### config.mk
export PLATFORM = sky130hd
export DESIGN_NAME = wpc_lookup
export DESIGN_NICKNAME = d
export VERILOG_FILES = /design/src/rtl/wpc_pkg.sv /design/src/rtl/wpc_store.sv /design/src/rtl/wpc_predictor.sv /design/src/rtl/wpc_counters.sv /design/src/rtl/wpc_lookup.sv
export SDC_FILE = /design/constraint.sdc
export NUM_CORES = 1
export LEC_CHECK = 0
export BUFFER_PORTS_ARGS = -buffer_cell sky130_fd_sc_hd__buf_2
export CAP_MARGIN = 10
export CORE_MARGIN = 2
export CORE_UTILIZATION = 55
export CTS_CLUSTER_SIZE = 8
export DETAILED_ROUTE_END_ITERATION = 8
export PLACE_DENSITY = 0.81
export SYNTH_ARGS = -nofsm -noshare
export SYNTH_HDL_FRONTEND = slang
export SYNTH_SLANG_ARGS = --single-unit
export TNS_END_PERCENT = 100
### constraint.sdc
create_clock -name clk -period 3.7 [get_ports clk]
set_input_delay 0.555 -clock clk [delete_from_list [all_inputs] [get_ports clk]]
set_output_delay 0.555 -clock clk [all_outputs]
set_load 0.1 [all_outputs]
### src/rtl/wpc_pkg.sv
package wpc_pkg;
  typedef enum logic [2:0] {
    ST_IDLE,
    ST_ALT,
    ST_ALT2,
    ST_MREQ,
    ST_MWAIT
  } wpc_state_e;
endpackage

### src/rtl/wpc_store.sv
module wpc_store #(
  parameter int SETS   = 8,
  parameter int IDX_W  = 3,
  parameter int TAG_W  = 9,
  parameter int DATA_W = 32
) (
  input  logic                        clk,
  input  logic                        rst_n,
  input  logic [IDX_W-1:0]            rd_idx,
  output logic [1:0][TAG_W-1:0]       rd_tag,
  output logic [1:0]                  rd_vld,
  output logic [1:0][DATA_W-1:0]      rd_data,
  input  logic                        wr_en,
  input  logic                        wr_way,
  input  logic [IDX_W-1:0]            wr_idx,
  input  logic [TAG_W-1:0]            wr_tag,
  input  logic [DATA_W-1:0]           wr_data
);
  for (genvar w = 0; w < 2; w++) begin : g_way
    logic [TAG_W-1:0]  tag_mem  [SETS];
    logic [DATA_W-1:0] data_mem [SETS];
    logic [SETS-1:0]   vld_q;
    logic              sel;

    assign sel = wr_en && (wr_way == 1'(w));

    always_ff @(posedge clk) begin
      if (sel) begin
        tag_mem[wr_idx]  <= wr_tag;
        data_mem[wr_idx] <= wr_data;
      end
    end

    always_ff @(posedge clk) begin
      if (!rst_n)   vld_q <= '0;
      else if (sel) vld_q[wr_idx] <= 1'b1;
    end

    assign rd_tag[w]  = tag_mem[rd_idx];
    assign rd_data[w] = data_mem[rd_idx];
    assign rd_vld[w]  = vld_q[rd_idx];
  end
endmodule

### src/rtl/wpc_predictor.sv
module wpc_predictor #(
  parameter int SETS  = 8,
  parameter int IDX_W = 3
) (
  input  logic             clk,
  input  logic             rst_n,
  input  logic [IDX_W-1:0] rd_idx,
  output logic             rd_way,
  input  logic             wr_en,
  input  logic [IDX_W-1:0] wr_idx,
  input  logic             wr_way
);
  logic [SETS-1:0] bits_q;

  always_ff @(posedge clk) begin
    if (!rst_n)     bits_q <= '0;
    else if (wr_en) bits_q[wr_idx] <= wr_way;
  end

  assign rd_way = bits_q[rd_idx];
endmodule

### src/rtl/wpc_counters.sv
module wpc_counters #(
  parameter int CNT_W = 16
) (
  input  logic             clk,
  input  logic             rst_n,
  input  logic [2:0]       inc,
  output logic [CNT_W-1:0] cnt_fast,
  output logic [CNT_W-1:0] cnt_slow,
  output logic [CNT_W-1:0] cnt_miss
);
  logic [2:0][CNT_W-1:0] cnt_q;

  for (genvar i = 0; i < 3; i++) begin : g_cnt
    always_ff @(posedge clk) begin
      if (!rst_n)      cnt_q[i] <= '0;
      else if (inc[i]) cnt_q[i] <= cnt_q[i] + 1'b1;
    end
  end

  assign cnt_fast = cnt_q[0];
  assign cnt_slow = cnt_q[1];
  assign cnt_miss = cnt_q[2];

  // outcome events are exclusive
  p_one_event_r10: assert property (@(posedge clk) disable iff (!rst_n)
    $countones(inc) <= 1);
endmodule

### src/rtl/wpc_lookup.sv
module wpc_lookup
  import wpc_pkg::*;
#(
  parameter int ADDR_W = 12,
  parameter int DATA_W = 32,
  parameter int SETS   = 8,
  parameter int CNT_W  = 16
) (
  input  logic              clk,
  input  logic              rst_n,
  input  logic              req_valid,
  output logic              req_ready,
  input  logic [ADDR_W-1:0] req_addr,
  output logic              rsp_valid,
  input  logic              rsp_ready,
  output logic [DATA_W-1:0] rsp_data,
  output logic              mem_req_valid,
  input  logic              mem_req_ready,
  output logic [ADDR_W-1:0] mem_req_addr,
  input  logic              mem_rsp_valid,
  input  logic [DATA_W-1:0] mem_rsp_data,
  output logic [CNT_W-1:0]  cnt_fast,
  output logic [CNT_W-1:0]  cnt_slow,
  output logic [CNT_W-1:0]  cnt_miss
);
  localparam int IDX_W = $clog2(SETS);
  localparam int TAG_W = ADDR_W - IDX_W;

  wpc_state_e state_q, state_d;
  logic [IDX_W-1:0] lat_idx;
  logic [TAG_W-1:0] lat_tag;
  logic             lat_pred;

  logic [IDX_W-1:0]         req_idx, rd_idx;
  logic [TAG_W-1:0]         req_tag;
  logic [1:0][TAG_W-1:0]    rd_tag;
  logic [1:0]               rd_vld;
  logic [1:0][DATA_W-1:0]   rd_data;
  logic                     pred_way, alt_way, probe_way;
  logic                     accept, fast_hit, alt_hit;
  logic                     ev_fast, ev_slow, ev_miss;
  logic                     load_rsp, pred_wr;
  logic [DATA_W-1:0]        rsp_next;

  assign req_idx   = req_addr[IDX_W-1:0];
  assign req_tag   = req_addr[ADDR_W-1:IDX_W];
  assign rd_idx    = (state_q == ST_IDLE) ? req_idx : lat_idx;
  assign alt_way   = ~lat_pred;
  // data multiplexer steered by the prediction before any tag result
  assign probe_way = (state_q == ST_IDLE) ? pred_way : alt_way;

  assign req_ready = (state_q == ST_IDLE) && (!rsp_valid || rsp_ready);
  assign accept    = req_valid && req_ready;
  // first cycle: one tag comparison, predicted way only
  assign fast_hit  = rd_vld[pred_way] && (rd_tag[pred_way] == req_tag);
  assign alt_hit   = rd_vld[alt_way] && (rd_tag[alt_way] == lat_tag);

  assign ev_fast = accept && fast_hit;
  assign ev_slow = (state_q == ST_ALT2);
  assign ev_miss = (state_q == ST_MWAIT) && mem_rsp_valid;
  assign pred_wr = ev_slow || ev_miss;

  assign mem_req_valid = (state_q == ST_MREQ);
  assign mem_req_addr  = {lat_tag, lat_idx};

  always_comb begin
    state_d = state_q;
    unique case (state_q)
      ST_IDLE:  if (accept && !fast_hit) state_d = ST_ALT;
      ST_ALT:   state_d = alt_hit ? ST_ALT2 : ST_MREQ;
      ST_ALT2:  state_d = ST_IDLE;
      ST_MREQ:  if (mem_req_ready) state_d = ST_MWAIT;
      ST_MWAIT: if (mem_rsp_valid) state_d = ST_IDLE;
      default:  state_d = ST_IDLE;
    endcase
  end

  always_ff @(posedge clk) begin
    if (!rst_n) begin
      state_q  <= ST_IDLE;
      lat_idx  <= '0;
      lat_tag  <= '0;
      lat_pred <= 1'b0;
    end else begin
      state_q <= state_d;
      if (accept) begin
        lat_idx  <= req_idx;
        lat_tag  <= req_tag;
        lat_pred <= pred_way;
      end
    end
  end

  assign load_rsp = ev_fast || ev_slow || ev_miss;
  assign rsp_next = (state_q == ST_MWAIT) ? mem_rsp_data : rd_data[probe_way];

  always_ff @(posedge clk) begin
    if (!rst_n) begin
      rsp_valid <= 1'b0;
      rsp_data  <= '0;
    end else begin
      if (rsp_valid && rsp_ready) rsp_valid <= 1'b0;
      if (load_rsp) begin
        rsp_valid <= 1'b1;
        rsp_data  <= rsp_next;
      end
    end
  end

  wpc_store #(.SETS(SETS), .IDX_W(IDX_W), .TAG_W(TAG_W), .DATA_W(DATA_W)) u_store (
    .clk     (clk),
    .rst_n   (rst_n),
    .rd_idx  (rd_idx),
    .rd_tag  (rd_tag),
    .rd_vld  (rd_vld),
    .rd_data (rd_data),
    .wr_en   (ev_miss),
    .wr_way  (alt_way),
    .wr_idx  (lat_idx),
    .wr_tag  (lat_tag),
    .wr_data (mem_rsp_data)
  );

  wpc_predictor #(.SETS(SETS), .IDX_W(IDX_W)) u_pred (
    .clk    (clk),
    .rst_n  (rst_n),
    .rd_idx (rd_idx),
    .rd_way (pred_way),
    .wr_en  (pred_wr),
    .wr_idx (lat_idx),
    .wr_way (alt_way)
  );

  wpc_counters #(.CNT_W(CNT_W)) u_cnt (
    .clk      (clk),
    .rst_n    (rst_n),
    .inc      ({ev_miss, ev_slow, ev_fast}),
    .cnt_fast (cnt_fast),
    .cnt_slow (cnt_slow),
    .cnt_miss (cnt_miss)
  );

  // predicted-way hit answers on the next cycle
  p_fast_lat_r2: assert property (@(posedge clk) disable iff (!rst_n)
    (accept && fast_hit) |=> rsp_valid);

  // a non-fast request blocks further requests
  p_busy_block_r6: assert property (@(posedge clk) disable iff (!rst_n)
    (accept && !fast_hit) |=> (!req_ready && !rsp_valid));

  // refill request held stable until taken
  p_mem_hold_r4: assert property (@(posedge clk) disable iff (!rst_n)
    (mem_req_valid && !mem_req_ready) |=> (mem_req_valid && $stable(mem_req_addr)));

  // held response keeps its data
  p_rsp_hold_r7: assert property (@(posedge clk) disable iff (!rst_n)
    (rsp_valid && !rsp_ready) |=> (rsp_valid && $stable(rsp_data)));

  // refill word returned the cycle after it arrives
  p_refill_rsp_r5: assert property (@(posedge clk) disable iff (!rst_n)
    ((state_q == ST_MWAIT) && mem_rsp_valid) |=> (rsp_valid && rsp_data == $past(mem_rsp_data)));
endmodule

# == Word level (Yosys, flattened, before mapping) ==
# Memory sizes are Yosys's and may differ from the RTL's.
# Cells that the tools add are included.
# totals
ram_bits,656
elab_cells,90
memories,4
regBits,121
# op_classes
reduce_logical,20
eq_ne,9
order_cmp,6
addsub,3
n_mux,33
bitwise_logic,3
# memory_table
name,words,width,read_ports,rd_ports_with_merged_regs,wr,line,source
u_store.g_way[0].data_mem,8,32,1,0,1,wpc_store.sv:21,logic [DATA_W-1:0] data_mem [SETS];
u_store.g_way[1].data_mem,8,32,1,0,1,wpc_store.sv:21,
u_store.g_way[0].tag_mem,8,9,1,0,1,wpc_store.sv:20,logic [TAG_W-1:0] tag_mem [SETS];
u_store.g_way[1].tag_mem,8,9,1,0,1,wpc_store.sv:20,
# ops
operator,n
$mux 32,3
$add 16x1->16 const B,3
$mux 9,4
$eq 9x9->1,2
$mux 1,16
$or 8x8->8,2
$mux 3,4
$pmux 3 s4,1
$logic_and 1x1->1,11
$bmux 1 s3,3
$bwmux 8,1
$lt 3x4->1 const B,2
$eq 3x2->1 const B,2
$lt 1x2->1 const B,3
$logic_or 1x1->1,4
$ne 2x1->1 const B,2
$demux 1 s3,1
$eq 3x1->1 const B,1
$eq 3x3->1 const B,1
$ge 3x1->1 const B,1
$logic_not 3->1,1
$reduce_and 3->1,1
$logic_not 1->1,2
$ne 2x2->1 const B,1
2 further kinds,2

# == Logic depth before layout (Yosys ltp) ==
# logic_depth
ltp_word,12
mapped_depth,15
depth_no_buf,10

# == By module ==
# From an unflattened synthesis, not the netlist that was laid out.
# hier_totals
cells_unflattened,1691
area_unflattened_um2,30945.9
# modules_own_cells
mod,area_each_um2,n_inst,cells_per_inst,seq_area_each_um2
wpc_store,25281.7,1,1012,20019.2
wpc_lookup,3095.5,1,399,980.9
wpc_counters,2132.0,1,244,960.9
wpc_predictor,436.7,1,36,160.2

# == Worst setup path after synthesis ==
# Ideal clock, no wire load.
# synth_timing
kind,register to register
from,reg lat_idx[0]
to,reg u_cnt.cnt_q (netlist bit u_cnt.cnt_fast[8])
stages_incl_launch_ff,14
slack_ps,-593
t_arrival_ps,4222
required_ps,3630
period_less_slack_ps,4293
n_path_buf,3
setup_ps,70
cell_sequence,dfxtp_1 > buf_1 > o31ai_1 > nand2_1 > mux2_2 > mux4_2 > buf_6 > mux2i_1 > xnor2_1 > nand4_1 > or4_4 > buf_6 > or3_1 > a21oi_1
# synth_between
elab_chain_len,8
# synth_lines
element,line,source
from (decl),wpc_lookup.sv:30,logic [IDX_W-1:0] lat_idx;
from (signal assigned),wpc_lookup.sv:87,lat_idx <= req_idx;
$mux 3 *,wpc_lookup.sv:47,assign rd_idx = (state_q == ST_IDLE) ? req_idx : lat_idx;
$bmux 1 s3,wpc_predictor.sv:20,assign rd_way = bits_q[rd_idx];
$mux 1 (implied by the code),wpc_predictor.sv:20,
$mux 9 (implied by the code) (2 in a row),wpc_lookup.sv:55,assign fast_hit = rd_vld[pred_way] && (rd_tag[pred_way] == req_tag);
$eq 9x9->1,wpc_lookup.sv:55,
$logic_and 1x1->1 *,wpc_lookup.sv:55,
$logic_and 1x1->1 *,wpc_lookup.sv:58,assign ev_fast = accept && fast_hit;
"to (signal, indexed assignment)",wpc_counters.sv:16,else if (inc[i]) cnt_q[i] <= cnt_q[i] + 1'b1;
to (decl),wpc_counters.sv:11,logic [2:0][CNT_W-1:0] cnt_q;
# Mark *: on every way between the ends. The rest lies on a longest branch, timed or not. The select of a mux whose other input is x is not followed.
# A chain may end at the register's enable or synchronous reset.

# == Worst setup path after layout ==
# layout_timing
from,reg state_q[1]
to,reg rsp_data[18]
# layout_between
elab_chain_len,11
# layout_lines
element,line,source
from (decl),wpc_lookup.sv:29,"wpc_state_e state_q, state_d;"
from (signal assigned),wpc_lookup.sv:85,state_q <= state_d;
$logic_not 3->1,"wpc_lookup.sv:47, wpc_lookup.sv:50, wpc_lookup.sv:52",
$mux 3,wpc_lookup.sv:47,
$bmux 1 s3,wpc_predictor.sv:20,
$mux 1 (implied by the code),wpc_predictor.sv:20,
$mux 9 (implied by the code) (2 in a row),wpc_lookup.sv:55,
$eq 9x9->1,wpc_lookup.sv:55,
$logic_and 1x1->1,wpc_lookup.sv:55,
$logic_and 1x1->1,wpc_lookup.sv:58,
$logic_or 1x1->1 (2 in a row),wpc_lookup.sv:94,assign load_rsp = ev_fast || ev_slow || ev_miss;
to (signal assigned),wpc_lookup.sv:105,rsp_data <= rsp_next;
to (decl),wpc_lookup.sv:16,"output logic [DATA_W-1:0] rsp_data,"
# Parallel ways exist; a longest one is shown, timed or not. The select of a mux whose other input is x is not followed.

==> out/qor.yml <==
global_route:
  overflow: 0
  grt_usage: 0.2802
  grt_pass1_wl_um: 127000
  grt_pass1_vias: 21650
  grt_max_degree: 140
  antenna_found_initial: 8
timing:
  timing.hold.ws_ns: 0.1232
  skew_ns: 0.04832
  slew_headroom: 0.3673
  setup_viol: 50
  setup-tns-final_ns: -18.76
  hold_viol_final: 0
  rsz0062_at_grt: "yes"
  timing.final.ws_setup_ns: -0.4705
  period_minus_slack_ns: 4.171
  slew_violations: 0
  min_period_over_period: 1.127
  fmax_ghz: 0.2398
  tightest_slew_ns: 0.9490
placement:
  place_area_um2: 33810
  numPortBuffers: 144
  place_congestion: 0.8362
  hpwl_um: 43830
cells_and_area:
  syn_to_final_growth_pct: 18.60
  fin_nets: 2686
  n_fill_cell: 3689
  final_cell_area_um2: 37330
  regArea_um2: 22130
  drive_gt1_frac: 0.1723
  multi_input_area_um2: 8976
power_and_ir_drop:
  switching_share: 0.2709
  pwr-share-clk: 0.405
  comb_power_share: 0.163
  ir_worst_vdd_mv: 0.4759
  p_int_w: 0.01629
  power.leakage_nw: 13.37
  powerDensity_nw_per_um2: 598.4
  power_switching_w: 0.006052
  seqPwrFrac: 0.432
  power_w: 0.02234
synth:
  ys_top_cells_by_count: "edfxtp_1 (656), nand2_1 (611), clkbuf_1 (140), mux2i_1 (130), dfxtp_1 (121)"
  netlist_area_um2: 31480
  synth_fp_nets: 2471
  synth_top_cell_by_area: "edfxtp_1"
  syn_inst: 2418
  async_flop_share: 0
  yosys_warnings: 0
  synthFlopType: "edfxtp_1"
  synth.most_common_cell: "edfxtp_1"
  syn_avg_cell_area_um2: 13.02
  synth_edf_count: 656
  synthTopCellsByArea: "edfxtp_1 (63%), dfxtp_1 (7.7%), nand2_1 (7.3%)"
  ys_seq_area_frac: 0.7028
  yosysTopAreaCellShare: 0.6259
  synth_cell_types: 50
  ys_seq_elements: 777
clock_network:
  cts_sinks: 777
  clockBufferDepth: 3
  cts_root_buffer: "clkbuf_16"
  clk-insertion-delay-late_ns: 0.67
  cts_hold_buf: 0
  cts_buffers: 107
  cts_tree: "built"
  clkTransAtPathRegs_ns: 0.05
  htreeDepth: 3
drt:
  vias: 21810
  detail_route.vias_per_cell: 6.261
  ant_nets: 0
  wire_per_inst_um: 24.28
  firstDrtPassIters: 6
  wirelength_um: 84600
  drtIter0Drc: 2926
  remaining_drc_errors: 0
floorplanning:
  die_area_um2: 59160
  rows: 87
  io-pin-count: 145
  start_util: 0.5571
  die_h_um: 243.2
  core_um2: 56500
  die-width_um: 243.2
critical_path:
  setup.worst_path.class: "reg2reg"
  required_ns: 4.24
  r2r.worst_path.cells: 13
  end_kind: "flop"
  arrival_ns: 4.71
  crit_path_start_kind: "flop"
  path_max_fanout: 9
status:
  status: "complete, but fails checks"
  violations: "negative setup slack"
hold_path:
  hold_depth: 2
  worstHoldPathType: "in2reg"
run:
  maxCapViolations: 0
## layout make-up
cell class                 instances  area share
timing repair buffer             274     0.05728
antenna                            6   0.0004022
multi-input combinational       1468      0.2405
tap                              756     0.02534
sequential                       777      0.5928
clock buffer                     192     0.08141
clock inverter                     6    0.001810
inverter                           5   0.0005028
## worst max-delay path: stages (launching register included)
cell     delay [ns]
dfxtp_2        0.34
or4b_4         0.59
and2_4         0.19
mux2_4         0.28
mux4_2         0.49
buf_12         0.17
mux2i_1        0.13
xnor2_1        0.29
nand4_1        0.24
buf_4          0.20
or4_4          0.56
nand2_8        0.18
buf_12         0.16
mux2i_1        0.21
## layer usage
layer | part of all wire | up-vias | track usage
li1 | - | 9397 | -
met1 | 0.37 | 10710 | 0.3719
met2 | 0.48 | 1476 | 0.4484
met3 | 0.11 | 228 | 0.05904
met4 | 0.037 | 4 | 0.1234
met5 | 0.00028 | - | 0
## metrics by stage
| step | util | instances | setup WS (ns) |
|---|---|---|---|
| CTS | 0.6581 | 3471 | -0.4091 |
| global placement | 0.5984 | 3262 | -0.7440 |
| global route | 0.6606 | 3480 | -0.5321 |
| detailed placement | 0.5984 | 3262 | -0.8461 |
| floorplan | - | 2418 | -0.2962 |
| finish | 0.6608 | 3484 | -0.4705 |
## state kept, by name, summed over array words and instances (netlist names)
register	count
u_store.g_way.data_mem	512
lat_idx	3
lat_tag	9
rsp_data	32
u_store.g_way.tag_mem	144
u_cnt.cnt_slow	16
u_store.g_way.vld_q	16
u_cnt.cnt_miss	16
state_q	3
rsp_valid	1
u_pred.bits_q	8
lat_pred	1
u_cnt.cnt_fast	16
## timing repair
action / 4_1_cts / 5_1_grt
pin swaps: 9 / 7
resized for setup: 19 / 12
setup buffers: 9 / 5
endpoints found under the setup margin: 50 / 50
cloned: 2 / 2
## final timing paths
path / slack, ns / startpoint / end
min: 0.12 / mem_req_ready / state_q[1]
min reg2reg: 0.46 / rsp_data[14] / rsp_data[14]
max: -0.47 / state_q[1] / rsp_data[18]
max reg2reg: -0.47 / state_q[1] / rsp_data[18]
## cells in the final DEF (no fill, tap or decap), types with 4 or more instances in the layout
| master | synthesis | final |
|---|---|---|
| o21ai_0 | 50 | 47 |
| mux4_2 | 25 | 25 |
| buf_2 | 9 | 143 |
| nor3_1 | 4 | 4 |
| nand2b_1 | 14 | 14 |
| xor2_1 | 29 | 29 |
| diode_2 | 0 | 6 |
| clkbuf_16 | 0 | 112 |
| and3_1 | 113 | 113 |
| buf_4 | 6 | 97 |
| xnor2_1 | 16 | 13 |
| nand4_1 | 16 | 16 |
| a211oi_1 | 32 | 32 |
| clkbuf_1 | 140 | 83 |
| o211ai_1 | 33 | 33 |
| mux2i_4 | 0 | 4 |
| nor2_4 | 0 | 18 |
| inv_1 | 4 | 4 |
| dfxtp_1 | 121 | 117 |
| nand2_1 | 611 | 607 |
| buf_12 | 0 | 29 |
| a31oi_1 | 33 | 33 |
| edfxtp_1 | 656 | 656 |
| or3_1 | 19 | 18 |
| a311oi_1 | 96 | 96 |
| nor2_1 | 94 | 76 |
| mux2i_1 | 130 | 125 |
| nand3_1 | 79 | 78 |
| a21oi_1 | 31 | 29 |
## power groups by stage
stage | clock (W) | combinational, W | sequential (W)
final | 0.00905 | 0.00364 | 0.00965
after global routing | 0.00950 | 0.00386 | 0.00965
after CTS | 0.00910 | 0.00353 | 0.00965
after detailed placement | 0 | 0.00338 | 0.00981
after global placement | 0 | 0.00328 | 0.00981
after floorplan | 0 | 0.00197 | 0.0102
## kinds of logic (layout without fill, tap and decap cells)
group           Yosys count  in the layout  synth area share
compound gates          288            288           0.06507
xor+xnor                 45             45           0.01252
fa+ha+maj                 3              3          0.001193
buf+inv                 173            477           0.02242
flops                   777            777            0.7028
mux                     159            159           0.06078
other cells               0              6                 0
simple gates            973            973            0.1352
No activity file was read; power rests on OpenSTA's default activity.
